$ cat src/rtl/kpHistPkg.sv
package kpHistPkg;
  // Strobes from control to datapath
  typedef struct packed {
    logic freeze;       // copy live grid to readout image, restart live grid
    logic captureHalo;  // latch neighbour edge columns
  } kpStrobe_t;
endpackage

$ cat src/rtl/kpHistCtrl.sv
module kpHistCtrl
  import kpHistPkg::*;
(
  input  logic      clk,
  input  logic      rstN,
  input  logic      bxStrobe,
  output kpStrobe_t stb,
  output logic      histValid,
  output logic      haloValid
);
  assign stb.freeze      = bxStrobe;
  assign stb.captureHalo = histValid;

  always_ff @(posedge clk or negedge rstN) begin
    if (!rstN) begin
      histValid <= 1'b0;
      haloValid <= 1'b0;
    end else begin
      histValid <= bxStrobe;
      haloValid <= histValid;
    end
  end

  assert_valid_after_strobe_R5: assert property (@(posedge clk) disable iff (!rstN)
    bxStrobe |=> histValid);
  assert_halo_follows_image_R9: assert property (@(posedge clk) disable iff (!rstN)
    histValid |=> haloValid);
endmodule

$ cat src/rtl/kpHistData.sv
module kpHistData
  import kpHistPkg::*;
#(
  parameter int NUM_IN     = 2,
  parameter int KAPPA_BINS = 16,
  parameter int PHI_BINS   = 10,
  parameter int CNT_W      = 4,
  parameter int ERR_W      = 8,
  parameter int KIN_W      = 5,
  parameter int PIN_W      = 5
) (
  input  logic                             clk,
  input  logic                             rstN,
  input  kpStrobe_t                        stb,
  input  logic [NUM_IN-1:0]                segValid,
  input  logic [NUM_IN*KIN_W-1:0]          segKappa,
  input  logic [NUM_IN*PIN_W-1:0]          segPhi,
  input  logic [KAPPA_BINS*CNT_W-1:0]      nbrLoIn,
  input  logic [KAPPA_BINS*CNT_W-1:0]      nbrHiIn,
  output logic [KAPPA_BINS*PHI_BINS*CNT_W-1:0] histOut,
  output logic [KAPPA_BINS*CNT_W-1:0]      edgeLoOut,
  output logic [KAPPA_BINS*CNT_W-1:0]      edgeHiOut,
  output logic [KAPPA_BINS*CNT_W-1:0]      haloLo,
  output logic [KAPPA_BINS*CNT_W-1:0]      haloHi,
  output logic [ERR_W-1:0]                 errCount
);
  localparam int NCELL = KAPPA_BINS * PHI_BINS;
  localparam int IW    = $clog2(NUM_IN + 1);
  localparam int SW    = CNT_W + IW;
  localparam int EW    = ERR_W + IW;
  localparam logic [CNT_W-1:0] CMAX = '1;
  localparam logic [ERR_W-1:0] EMAX = '1;
  localparam logic [KIN_W-1:0] KLIM = KIN_W'(KAPPA_BINS);
  localparam logic [PIN_W-1:0] PLIM = PIN_W'(PHI_BINS);

  logic [KIN_W-1:0] laneK [NUM_IN];
  logic [PIN_W-1:0] laneP [NUM_IN];
  logic [NUM_IN-1:0] laneOk, laneBad;
  logic [CNT_W-1:0] live [NCELL];
  logic [CNT_W-1:0] snap [NCELL];

  // Lane decode and range check
  for (genvar i = 0; i < NUM_IN; i++) begin : gLane
    assign laneK[i]   = segKappa[i*KIN_W +: KIN_W];
    assign laneP[i]   = segPhi[i*PIN_W +: PIN_W];
    assign laneOk[i]  = segValid[i] && (laneK[i] < KLIM) && (laneP[i] < PLIM);
    assign laneBad[i] = segValid[i] && !laneOk[i];
  end

  // Vote cells: count all lanes hitting the cell, saturate, freeze and restart
  for (genvar c = 0; c < NCELL; c++) begin : gCell
    localparam logic [KIN_W-1:0] KC = KIN_W'(c / PHI_BINS);
    localparam logic [PIN_W-1:0] PC = PIN_W'(c % PHI_BINS);
    logic [IW-1:0]    hits;
    logic [SW-1:0]    sum;
    logic [CNT_W-1:0] nxt;

    always_comb begin
      hits = '0;
      for (int i = 0; i < NUM_IN; i++)
        if (laneOk[i] && laneK[i] == KC && laneP[i] == PC) hits = hits + IW'(1);
      sum = SW'(live[c]) + SW'(hits);
      nxt = (sum > SW'(CMAX)) ? CMAX : sum[CNT_W-1:0];
    end

    always_ff @(posedge clk or negedge rstN) begin
      if (!rstN) begin
        live[c] <= '0;
        snap[c] <= '0;
      end else if (stb.freeze) begin
        live[c] <= '0;
        snap[c] <= nxt;
      end else begin
        live[c] <= nxt;
      end
    end

    assign histOut[c*CNT_W +: CNT_W] = snap[c];

    assert_no_wrap_R4: assert property (@(posedge clk) disable iff (!rstN)
      !stb.freeze |=> live[c] >= $past(live[c]));
    assert_image_hold_R6: assert property (@(posedge clk) disable iff (!rstN)
      !stb.freeze |=> $stable(snap[c]));
  end

  // Ring edge columns
  for (genvar k = 0; k < KAPPA_BINS; k++) begin : gEdge
    assign edgeLoOut[k*CNT_W +: CNT_W] = snap[k*PHI_BINS];
    assign edgeHiOut[k*CNT_W +: CNT_W] = snap[k*PHI_BINS + PHI_BINS - 1];
  end

  always_ff @(posedge clk or negedge rstN) begin
    if (!rstN) begin
      haloLo <= '0;
      haloHi <= '0;
    end else if (stb.captureHalo) begin
      haloLo <= nbrLoIn;
      haloHi <= nbrHiIn;
    end
  end

  // Dropped-segment counter
  logic [EW-1:0] errSum;
  always_comb errSum = EW'(errCount) + EW'($countones(laneBad));

  always_ff @(posedge clk or negedge rstN) begin
    if (!rstN)                  errCount <= '0;
    else if (errSum > EW'(EMAX)) errCount <= EMAX;
    else                        errCount <= errSum[ERR_W-1:0];
  end

  assert_err_monotonic_R7: assert property (@(posedge clk) disable iff (!rstN)
    1'b1 |=> errCount >= $past(errCount));
  assert_halo_hold_R9: assert property (@(posedge clk) disable iff (!rstN)
    !stb.captureHalo |=> ($stable(haloLo) && $stable(haloHi)));
endmodule

$ cat src/rtl/kpHistTop.sv
module kpHistTop
  import kpHistPkg::*;
#(
  parameter int NUM_IN     = 2,
  parameter int KAPPA_BINS = 16,
  parameter int PHI_BINS   = 10,
  parameter int CNT_W      = 4,
  parameter int ERR_W      = 8,
  localparam int KIN_W     = $clog2(KAPPA_BINS) + 1,
  localparam int PIN_W     = $clog2(PHI_BINS) + 1,
  localparam int COL_W     = KAPPA_BINS * CNT_W,
  localparam int HIST_W    = KAPPA_BINS * PHI_BINS * CNT_W
) (
  input  logic                    clk,
  input  logic                    rstN,
  input  logic [NUM_IN-1:0]       segValid,
  input  logic [NUM_IN*KIN_W-1:0] segKappa,
  input  logic [NUM_IN*PIN_W-1:0] segPhi,
  input  logic                    bxStrobe,
  input  logic [COL_W-1:0]        nbrLoIn,
  input  logic [COL_W-1:0]        nbrHiIn,
  output logic [HIST_W-1:0]       histOut,
  output logic                    histValid,
  output logic [COL_W-1:0]        edgeLoOut,
  output logic [COL_W-1:0]        edgeHiOut,
  output logic [COL_W-1:0]        haloLo,
  output logic [COL_W-1:0]        haloHi,
  output logic                    haloValid,
  output logic [ERR_W-1:0]        errCount
);
  kpStrobe_t stb;

  kpHistCtrl uCtrl (
    .clk(clk), .rstN(rstN), .bxStrobe(bxStrobe),
    .stb(stb), .histValid(histValid), .haloValid(haloValid)
  );

  kpHistData #(
    .NUM_IN(NUM_IN), .KAPPA_BINS(KAPPA_BINS), .PHI_BINS(PHI_BINS),
    .CNT_W(CNT_W), .ERR_W(ERR_W), .KIN_W(KIN_W), .PIN_W(PIN_W)
  ) uData (
    .clk(clk), .rstN(rstN), .stb(stb),
    .segValid(segValid), .segKappa(segKappa), .segPhi(segPhi),
    .nbrLoIn(nbrLoIn), .nbrHiIn(nbrHiIn),
    .histOut(histOut), .edgeLoOut(edgeLoOut), .edgeHiOut(edgeHiOut),
    .haloLo(haloLo), .haloHi(haloHi), .errCount(errCount)
  );
endmodule

$ cat config.mk
export PLATFORM = sky130hd
export DESIGN_NAME = kpHistTop
export DESIGN_NICKNAME = d
export VERILOG_FILES = /design/src/rtl/kpHistPkg.sv /design/src/rtl/kpHistCtrl.sv /design/src/rtl/kpHistData.sv /design/src/rtl/kpHistTop.sv
export SDC_FILE = /design/constraint.sdc
export NUM_CORES = 2
export LEC_CHECK = 0
export BUFFER_PORTS_ARGS = -buffer_cell sky130_fd_sc_hd__buf_4
export CAP_MARGIN = 20
export CORE_AREA = 2 2 416 418
export CTS_CLUSTER_DIAMETER = 30
export DETAILED_ROUTE_END_ITERATION = 16
export DIE_AREA = 0 0 418 420
export HOLD_SLACK_MARGIN = 0.02
export MAX_ROUTING_LAYER = met4
export SYNTH_ARGS = -nofsm -noshare
export SYNTH_HDL_FRONTEND = slang
export SYNTH_SLANG_ARGS = --single-unit
$ cat constraint.sdc
create_clock -name clk -period 2.1 [get_ports clk]
set_input_delay 0.21 -clock clk [delete_from_list [all_inputs] [get_ports clk]]
set_output_delay 0.21 -clock clk [all_outputs]
set_load 0.01 [all_outputs]
==> results.md <==
* Status: completed
* Fin crit share at 96.89%
* CTS tree: yes
* Crit path setup slack, layout at about 0.065 ns
* Dpl hpwl at 176900 µm
* Vias post-DR at around 58000
* # setup viols final at 0
* Die Width at 418 µm
* Critical path class: input port to flop
* Max Transition Viols Final at 0
* Register area at 35490 µm²
* Actual slew at the worst max-slew pin at roughly 0.49 ns
* Worst Skew at about 0.061 ns
* First-pass DRT Iterations at 6
* Initial DRC Count at 4025
* Pre-CTS setup slack at -1.322 ns
* HP Class: input port to flop
* Hold Crit Start: nbrHiIn[47]
* Filler cells at 13758
* CTS H-Tree Depth at 5
* Clock buffer depth at 4
* Die area at 175600 µm²
* Final wirelength at around 240000 µm
* CP arrival at 2.85 ns
* Critical path startpoint category: input port
* Clk Latency, worst-skew pair at roughly 0.93 ns
* Cell count after synthesis at 6546
* Final critical-path required period at 2.035 ns
* Area of the multi-input gates at 32130 µm²
* RSZ-0062 raised after global routing: no
* Per-cell routed wire length at between 20 and 25 µm
* All-Layer GR Usage at about 28%
* Synthesized flop and latch total at 1418
* Post-synth EDFFs at 0
* DRT antenna net count at 0
* Pwr Density at slightly above 900 nW/µm²
* Vias in the first global route at 58110
* Reg2Reg Capture Point: uData.histOut[35]
* Post-Syn Area at 69370 µm²
* Die Y at between 400 and 500 µm
* Synth warn at 0
* Largest net degree at the start of global routing at between 70 and 80
* Core area at 171000 µm²
* Leak at 49.16 nW
* Finished Core Util at 58.95%
* Maximum fanout along the worst path at 7
* Mapped Nets at 7343
* Initial antenna violation count at 28
* Maxcap violations at 0
* Total CTS buffers at 355
* Clk sinks at 1418
* Share of cells above drive strength 1 at 34.05%
* Area growth, synth to finish at 45.30%
* Unique masters post-synth at 37
* GP Congestion at 0.8897
* Fin nets at slightly above 9000
* Drc violations at 0
* First-pass GRT wire length at 357300 µm
* Async set-reset flop share out of synthesis at 100.0%
* Drt via density at 5.258
* GR Overflow Total at 0
* Syn avg cell area at about 11 µm²
* Std cell rows at 152
* Flop2flop setup slack at 0.41 ns
* Max-slew headroom at 67.39%
* Register area share after synthesis at 51.16%
* CP Capture Type: flop
* RR Startpoint: uData.live[604]
* VDD IR-drop max at between 0.8 and 0.9 mV
* Starting Density at 40.57%
* R2R cell count at 5
* Hold EP: uData.haloHi[47]
* Number of cells on the worst hold path at 3
* Reg clk slew, reported paths at 0.04 ns
* Fmax at 0.4915 GHz
* Worst EP required at 2.91 ns
* I/O Buffers at 1058
* Synth Flop Type: dfrtp_1
* Root buffer cell: clkbuf_16
* Final hold vios at 0
* I/O pin count at 1059
cell usage after synthesis (all sizes together) (161+ instances only):
cell	n	share of area [%]
a21o	161	1.7
a21oi	644	4.6
a31oi	322	2.9
buf	322	2.9
dfrtp	1418	51
fa	161	4.6
ha	483	8.7
inv	320	1.7
nand3b	286	3.1
nor2	1228	6.6
nor3	211	1.5
o21ai	290	2.1
worst max-delay path: stages:
cell      delay (ns)
buf_4           0.13
nor3b_4         0.21
buf_12          0.17
buf_12          0.15
nand4_2         0.13
buf_4           0.23
nor2_1          0.18
ha_1            0.26
ha_1            0.21
fa_1            0.47
nand3b_1        0.13
o21ai_1         0.07
buf_4           0.15
mux2i_1         0.14
cell usage in the layout, fill, tap and decap left out, drive strengths merged, types with 4 or more instances in the layout:
| master | n |
|---|---|
| nand2b | 10 |
| dlygate4sd3 | 167 |
| o22ai | 160 |
| nor2b | 14 |
| fa | 161 |
| o21ai | 290 |
| nand2 | 55 |
| and3 | 4 |
| clkinv | 62 |
| ha | 483 |
| nand3 | 7 |
| mux2i | 160 |
| o31ai | 34 |
| nand4 | 34 |
| nor3 | 211 |
| nor2 | 1228 |
| buf | 1715 |
| diode | 21 |
| a21o | 161 |
| mux2 | 128 |
| nor4 | 11 |
| inv | 332 |
| nand3b | 286 |
| nor3b | 4 |
| and2 | 8 |
| clkbuf | 452 |
| a31oi | 322 |
| dfrtp | 1418 |
| bufinv | 68 |
| clkinvlp | 46 |
| a21oi | 644 |
sequential cells by signal (all words and copies together), names as in the netlist:
name,cells
uData.haloLo,64
uData.histOut,512
uData.errCount,8
uData.edgeHiOut,64
uData.edgeLoOut,64
uCtrl.haloValid,1
uData.live,640
uData.haloHi,64
uCtrl.histValid,1
area by class of cell:
cell class | count | share of cell area [%]
clock inverters | 188 | 2.840
diodes | 21 | 0.05214
repair buffers | 1882 | 16.17
flip-flops and latches | 1418 | 35.21
multi-input cells | 4422 | 31.88
well taps | 2233 | 2.772
inverters | 320 | 1.192
clock buffers | 452 | 9.887
worst max-delay path by stage:
stage                         start  slack (ns)                   to  cells after the start
after CTS                 segPhi[4]       0.007    uData.histOut[10]                     12
after floorplan           segPhi[9]       -0.30   uData.histOut[111]                     11
after detailed placement  segPhi[1]       -1.32  uData.edgeLoOut[47]                     13
after global placement    segPhi[1]       -1.34  uData.edgeLoOut[47]                     13
after global routing      segPhi[4]       0.005   uData.histOut[607]                     15
final                     segPhi[4]        0.07    uData.histOut[14]                     14
stage by stage:
stage / cell area, µm² / hold WS [ns] / TNS, ns / instances / power [mW]
after floorplan: 71250 / -0.08559 / -138.37 / 6546 / 31.28
final: 100800 / 0.07884 / 0 / 10936 / 93.17
after global routing: 100800 / 0.02402 / 0 / 10935 / 95.98
after CTS: 100600 / 0.02027 / 0 / 10912 / 93.82
after detailed placement: 86040 / 0.1883 / -912.28 / 10098 / 34.74
after global placement: 86040 / 0.1868 / -898.31 / 10098 / 34.67
timing repair:
item                                   4_1_cts  5_1_grt
setup endpoints to repair                   21       41
hold buffers                               168        0
endpoints found under the hold margin     1894        0
pin swaps                                    1        5
gates resized for setup                      2       13
setup buffers                                6        3
metal layers:
layer | GRT usage (%) | routed length (µm) | vias to the layer above
met2 | 44.44 | 116700 | 1717
met4 | 19.62 | 18700 | 0
met1 | 31.57 | 93410 | 28270
li1 | - | - | 26879
met3 | 5.685 | 13320 | 635
met5 | - | 0 | -
kinds of logic after synthesis:
group | share of synthesized area (%)
compound gates | 13.24
fa+ha+maj | 13.36
buf+inv | 4.975
flops | 51.16
mux | 4.387
simple gates | 12.88
power breakdown:
part           switching [mW]  internal, mW
registers               0.755          28.2
clock network            16.9          41.5
logic                    3.14          2.63
total                    20.8          72.3
No activity file was read; power rests on OpenSTA's default activity.
